[config.mk]
export PLATFORM = sky130hd
export DESIGN_NAME = fmt_track_writer
export DESIGN_NICKNAME = d
export VERILOG_FILES = /design/src/rtl/fmt_pkg.sv /design/src/rtl/fmt_counter.sv /design/src/rtl/fmt_sector_buf.sv /design/src/rtl/fmt_ctrl.sv /design/src/rtl/fmt_track_writer.sv
export SDC_FILE = /design/constraint.sdc
export NUM_CORES = 1
export LEC_CHECK = 0
export BUFFER_PORTS_ARGS = -buffer_cell sky130_fd_sc_hd__buf_2
export CAP_MARGIN = 5
export CORE_MARGIN = 3
export CORE_UTILIZATION = 45
export CTS_BUF_LIST = sky130_fd_sc_hd__clkbuf_4
export CTS_CLUSTER_SIZE = 16
export DETAILED_ROUTE_END_ITERATION = 10
export PLACE_DENSITY = 0.63
export SYNTH_ARGS = -nofsm -noshare
export SYNTH_HDL_FRONTEND = slang
export SYNTH_SLANG_ARGS = --single-unit
export TNS_END_PERCENT = 1
[constraint.sdc]
create_clock -name clk -period 7.66 [get_ports clk]
set_input_delay 0.766 -clock clk [delete_from_list [all_inputs] [get_ports clk]]
set_output_delay 0.766 -clock clk [all_outputs]
set_load 0.02 [all_outputs]
[src/rtl/fmt_pkg.sv]
package fmt_pkg;

  typedef enum logic [1:0] {
    FMT_IDLE   = 2'd0,
    FMT_FILL   = 2'd1,
    FMT_COMMIT = 2'd2
  } fmt_state_t;

  localparam int ST_BUSY   = 0;
  localparam int ST_DRQ    = 1;
  localparam int ST_WFAULT = 5;
  localparam int ST_WPROT  = 6;

endpackage

[src/rtl/fmt_counter.sv]
module fmt_counter #(
  parameter int WIDTH = 8,
  parameter int LIMIT = 16
) (
  input  logic             clk,
  input  logic             rst,
  input  logic             clr,
  input  logic             inc,
  output logic [WIDTH-1:0] cnt,
  output logic             last
);
  localparam logic [WIDTH-1:0] LIM_V  = WIDTH'(LIMIT);
  localparam logic [WIDTH-1:0] LAST_V = WIDTH'(LIMIT - 1);

  // Saturates at LIMIT so stray increments cannot wrap the count
  always_ff @(posedge clk) begin
    if (rst || clr) begin
      cnt <= '0;
    end else if (inc && (cnt != LIM_V)) begin
      cnt <= cnt + 1'b1;
    end
  end

  assign last = (cnt == LAST_V);
endmodule

[src/rtl/fmt_sector_buf.sv]
module fmt_sector_buf #(
  parameter int AW = 7,
  parameter int DW = 8
) (
  input  logic          clk,
  input  logic          we,
  input  logic [AW-1:0] wa,
  input  logic [DW-1:0] wd,
  input  logic [AW-1:0] ra,
  output logic [DW-1:0] rd
);
  localparam int DEPTH = 1 << AW;

  logic [DW-1:0] mem [DEPTH];

  // Simple dual-port shape with registered read for block RAM inference
  always_ff @(posedge clk) begin
    if (we) begin
      mem[wa] <= wd;
    end
    rd <= mem[ra];
  end
endmodule

[src/rtl/fmt_ctrl.sv]
module fmt_ctrl
  import fmt_pkg::*;
#(
  parameter int SEC_W = 8
) (
  input  logic             clk,
  input  logic             rst,
  input  logic             start,
  input  logic             wprot,
  input  logic             abort,
  input  logic             wr_en,
  input  logic             is_fill,
  input  logic             fill_last,
  input  logic             trk_last,
  input  logic             trk_full,
  input  logic             commit_done,
  input  logic             commit_ok,
  output logic             accept,
  output logic             trk_clr,
  output logic             fill_clr,
  output logic             drq,
  output logic             busy,
  output logic             wfault,
  output logic             wp_flag,
  output logic             intrq,
  output logic             commit_req,
  output logic [SEC_W-1:0] sector
);
  fmt_state_t state;

  always_comb begin
    accept   = wr_en && (state == FMT_FILL) && !start && !abort;
    trk_clr  = abort || (start && !wprot);
    fill_clr = trk_clr || (accept && is_fill && fill_last);
  end

  always_ff @(posedge clk) begin
    if (rst) begin
      state  <= FMT_IDLE;
      busy   <= 1'b0;
      wfault <= 1'b0;
      wp_flag <= 1'b0;
      intrq  <= 1'b0;
      sector <= '0;
    end else if (abort) begin
      state <= FMT_IDLE;
      busy  <= 1'b0;
    end else if (start) begin
      intrq  <= wprot;
      wp_flag <= wprot;
      wfault <= 1'b0;
      if (wprot) begin
        state <= FMT_IDLE;
        busy  <= 1'b0;
      end else begin
        state  <= FMT_FILL;
        busy   <= 1'b1;
        sector <= SEC_W'(1);
      end
    end else begin
      case (state)
        FMT_FILL: begin
          if (accept) begin
            if (is_fill && fill_last) begin
              state <= FMT_COMMIT;
            end else if (trk_last) begin
              state  <= FMT_IDLE;
              busy   <= 1'b0;
              wfault <= 1'b0;
              wp_flag <= 1'b0;
              intrq  <= 1'b1;
            end
          end
        end
        FMT_COMMIT: begin
          if (commit_done) begin
            sector <= sector + 1'b1;
            if (trk_full) begin
              state  <= FMT_IDLE;
              busy   <= 1'b0;
              wfault <= 1'b0;
              wp_flag <= 1'b0;
              intrq  <= 1'b1;
            end else begin
              state  <= FMT_FILL;
              wfault <= !commit_ok;
            end
          end
        end
        default: state <= FMT_IDLE;
      endcase
    end
  end

  assign drq        = (state == FMT_FILL);
  assign commit_req = (state == FMT_COMMIT);
endmodule

[src/rtl/fmt_track_writer.sv]
module fmt_track_writer
  import fmt_pkg::*;
#(
  parameter int          SEC_LEN     = 128,
  parameter int          SECTORS     = 26,
  parameter int          SEC_RAW_LEN = 186,
  parameter int          TRACK_EXTRA = 320,
  parameter logic [7:0]  FILL_BYTE   = 8'hE5,
  localparam int         TRACK_LEN   = SECTORS * SEC_RAW_LEN + TRACK_EXTRA,
  localparam int         CW          = $clog2(TRACK_LEN + 1),
  localparam int         AW          = $clog2(SEC_LEN),
  localparam int         FW          = $clog2(SEC_LEN + 1)
) (
  input  logic          clk,
  input  logic          rst,
  input  logic          fmt_start,
  input  logic          wr_protect,
  input  logic          force_abort,
  input  logic          wr_en,
  input  logic [7:0]    wr_data,
  input  logic          commit_done,
  input  logic          commit_ok,
  input  logic [AW-1:0] buf_rd_addr,
  output logic [7:0]    buf_rd_data,
  output logic          commit_req,
  output logic [7:0]    sector_num,
  output logic [CW-1:0] byte_count,
  output logic [7:0]    status,
  output logic          intrq
);
  localparam logic [CW-1:0] TRACK_LEN_V = CW'(TRACK_LEN);

  logic          accept, trk_clr, fill_clr;
  logic          trk_last, fill_last, trk_full, is_fill;
  logic          drq, busy, wfault, wp_flag;
  logic [FW-1:0] fill_cnt;

  assign is_fill  = (wr_data == FILL_BYTE);
  assign trk_full = (byte_count == TRACK_LEN_V);

  fmt_counter #(.WIDTH(CW), .LIMIT(TRACK_LEN)) trk_ctr_i (
    .clk  (clk),
    .rst  (rst),
    .clr  (trk_clr),
    .inc  (accept),
    .cnt  (byte_count),
    .last (trk_last)
  );

  fmt_counter #(.WIDTH(FW), .LIMIT(SEC_LEN)) fill_ctr_i (
    .clk  (clk),
    .rst  (rst),
    .clr  (fill_clr),
    .inc  (accept && is_fill),
    .cnt  (fill_cnt),
    .last (fill_last)
  );

  fmt_sector_buf #(.AW(AW), .DW(8)) buf_i (
    .clk (clk),
    .we  (accept && is_fill),
    .wa  (fill_cnt[AW-1:0]),
    .wd  (wr_data),
    .ra  (buf_rd_addr),
    .rd  (buf_rd_data)
  );

  fmt_ctrl #(.SEC_W(8)) ctrl_i (
    .clk         (clk),
    .rst         (rst),
    .start       (fmt_start),
    .wprot       (wr_protect),
    .abort       (force_abort),
    .wr_en       (wr_en),
    .is_fill     (is_fill),
    .fill_last   (fill_last),
    .trk_last    (trk_last),
    .trk_full    (trk_full),
    .commit_done (commit_done),
    .commit_ok   (commit_ok),
    .accept      (accept),
    .trk_clr     (trk_clr),
    .fill_clr    (fill_clr),
    .drq         (drq),
    .busy        (busy),
    .wfault      (wfault),
    .wp_flag     (wp_flag),
    .intrq       (intrq),
    .commit_req  (commit_req),
    .sector      (sector_num)
  );

  always_comb begin
    status            = '0;
    status[ST_BUSY]   = busy;
    status[ST_DRQ]    = drq;
    status[ST_WFAULT] = wfault;
    status[ST_WPROT]  = wp_flag;
  end
endmodule

==> results by group <==
Outcome
  – Outcome: completed

Clock network
  – H-tree depth: 5
  – Post_cts resized: 0
  – Worst-Skew Late Latency: 1080 ps
  – CTS Buffer Depth: 4
  – CTS Buf Count: 286
  – CTS tree: yes
  – Post-CTS Setup Inserts: 0
  – Clock-pin slew on the worst setup and hold paths: 70 ps
  – CTS Root Cell: clkbuf_4
  – Clk sinks: 1,067

Timing
  – Hold Slack: 177 ps
  – Pins Over Slew Limit: 0
  – Final hold violations: 0
  – Slew HR: 22.3%
  – Worst-Margin Slew: 1160 ps
  – Highest clock rate: 269 MHz
  – Min cycle time layout: 3720 ps
  – TNS Setup: 0 ps
  – Tcrit/Tclk final: 48.5%
  – RSZ-0062 raised after global routing: false
  – Setup Viol. Count Final: 0
  – Worst Skew: 103 ps

Floorplanning
  – Die area: 95,900 µm²
  – Initial core utilization: 45.7%
  – CORE AREA: 90,700 µm²
  – Io pins: 62
  – # rows: 110
  – Die Y: 310 µm
  – Die width: 310 µm

Synthesis
  – Dominant synthesized flop cell: edfxtp_1
  – Post-Synth Adder-Cell Area: 0.211%
  – Ys async rst share: 0%
  – Top cell type by total area after synthesis: edfxtp_1
  – Gate count of the mapped netlist: 1,845
  – Simple-gate share of the synthesized area: 2.82%
  – Largest family of logic cells by synthesized area: multiplexers
  – Number of synthesized flops with an enable pin: 1,024
  – Top cells by count, synth: 1,024 x edfxtp_1, 336 x mux4_2, 163 x nor2_1
  – Cell area after synthesis: 41,500 µm²
  – FF+latch count, synth: 1,067
  – Top-count cell post-synth: edfxtp_1
  – Compound-cell area share of the yosys netlist: 0.534%
  – Ys Warns: 0
  – Number of distinct library cells after synthesis: 53
  – Synthesized area per cell: 22.5 µm²
  – Post-synthesis mux area share: 18.5%
  – Seq/Total Area, Yosys: 76.2%
  – Area contributors post-synth: edfxtp_1 74%, mux4_2 18%, dfxtp_1 2.1%, nor2_1 1.5%, clkbuf_1 0.45%
  – Top-area cell type share of the netlist area: 74.1%
  – XOR/XNOR Fraction of Synth Area: 0.486%

Layout
  – Area of the multi-input gates: 9380 µm²
  – Area delta synth->final: 11.9%
  – Final nets: 2,151
  – Fin area: 46,400 µm²
  – Fillers: 7,144
  – Sequential Area: 31,600 µm²
  – Share of cells above drive strength 1: 36.9%

Worst setup path
  – FF-to-FF Start: ctrl_i.state[1]
  – Crit-path max FO: 16
  – R2r worst-path depth: 8
  – Crit path from: ctrl_i.state[1]
  – Setup crit end kind: flip-flop
  – Setup Crit Path Kind: flip-flop to flip-flop
  – Worst Path Required: 8310 ps
  – Crit start category: flip-flop
  – Reg2reg end: buf_i.mem[86][2]
  – FF-to-FF setup slack: 3940 ps
  – Critical Path AT: 4370 ps

Global route
  – GRT Total Usage: 20.3%
  – Largest net degree at the start of global routing: 108
  – Initial antenna violation count: 3
  – First-pass GRT wire length: 141,000 µm
  – GRT Residual Overflow: 0
  – Number of global-route vias before repair: 21,600

Placement
  – Port bufs: 57
  – Placed cell area: 43,000 µm²
  – DP HPWL: 55,600 µm
  – Gp weighted congestion: 0.835

Run
  – Max-Cap Viols: 0

Worst hold path
  – Tightest Hold Check Type: input pin to flip-flop
  – Hold_sp: wr_data[2]
  – Hold path depth: 1
  – WHS Endpoint: buf_i.mem[87][2]

Detailed routing
  – Drt first pass iters: 7
  – Number of remaining DRC errors: 0
  – DR WL/cell: 27.2 µm
  – ANT nets after route: 0
  – Vias/cell: 5.84
  – Vias: 20,300
  – Iter 0 DRT Violations: 1,891
  – Detailed Route WL: 94,400 µm

Power
  – LEAKAGE: 14.6 nW
  – Pwr Total: 11.6 mW
  – Peak supply drop: 0.154 mV
  – Pwr dens: 249 nW/µm²
## worst max-delay path by stage
stage | to | cells after the start
floorplan | buf_i.rd[0] | 6
global placement | buf_i.mem[118][6] | 6
detailed placement | buf_i.mem[118][6] | 6
CTS | buf_i.mem[118][1] | 8
global route | buf_i.mem[86][2] | 8
finish | buf_i.mem[86][2] | 8
## report_power, final
| part | internal (mW) | switching [mW] |
|---|---|---|
| sequential | 6.39 | 0.00834 |
| combinational | 0.219 | 0.316 |
| clock | 2.47 | 2.17 |
## metal layers
layer,global-route usage (%),routed length (µm),vias to the layer above
met5,0,0,-
met4,6.90,2070,0
met3,5.16,7560,132
met2,32.2,46400,906
met1,27.9,38400,10800
li1,-,-,8464
## placed cells by master, fill, tap and decap left out, types with 15 or more instances in the layout
cell type	netlist	layout
edfxtp_1	1024	1024
nand2_1	25	25
nand3_1	17	16
buf_2	11	46
xor2_1	15	15
buf_4	23	30
dfxtp_1	43	43
clkbuf_4	0	404
nor2_1	163	163
clkinv_1	0	48
mux4_2	336	336
## sequential cells by signal (all words and copies together) (netlist names)
name and cells:
ctrl_i.state 2, ctrl_i.intrq 1, ctrl_i.busy 1, trk_ctr_i.cnt 13
ctrl_i.sector 8, buf_i.rd 8, ctrl_i.wp_flag 1, ctrl_i.wfault 1
buf_i.mem 1024, fill_ctr_i.cnt 8
## metrics by stage
stage	setup slack (ps)	std cells	utilization [%]
CTS	3900	3473	51.2
global placement	3130	3002	47.4
finish	3940	3474	51.2
floorplan	4390	1848	-
global route	3740	3474	51.2
detailed placement	3260	3002	47.4
## worst max-delay path, stage by stage, from the launching register on
cell,delay [ps]
dfxtp_1,330
inv_1,60
ha_1,290
nor4bb_1,230
buf_4,240
and3_1,310
and2_1,260
nand3_2,650
nor2_1,930
## area by class of cell
type | count | area share, %
diodes | 1 | 0.00539
multi-input cells | 671 | 20.2
flip-flops and latches | 1067 | 68.1
clock inverters | 60 | 0.612
repair buffers | 88 | 1.33
clock buffers | 404 | 6.53
well taps | 1176 | 3.17
inverters | 7 | 0.0566
## logic make-up after synthesis
group | Yosys count
flip-flops | 1067
multiplexers | 346
AND/OR/NAND/NOR | 260
buffers and inverters | 110
AO/OA/AOI/OAI | 31
XOR/XNOR | 23
adder cells (fa/ha/maj) | 7
other | 1
## what timing repair did
action	in CTS	in global routing
endpoints found under the hold margin	13	0
hold buffers	7	0
endpoints found under the setup margin	0	0
(Power assumes the default switching activity.)
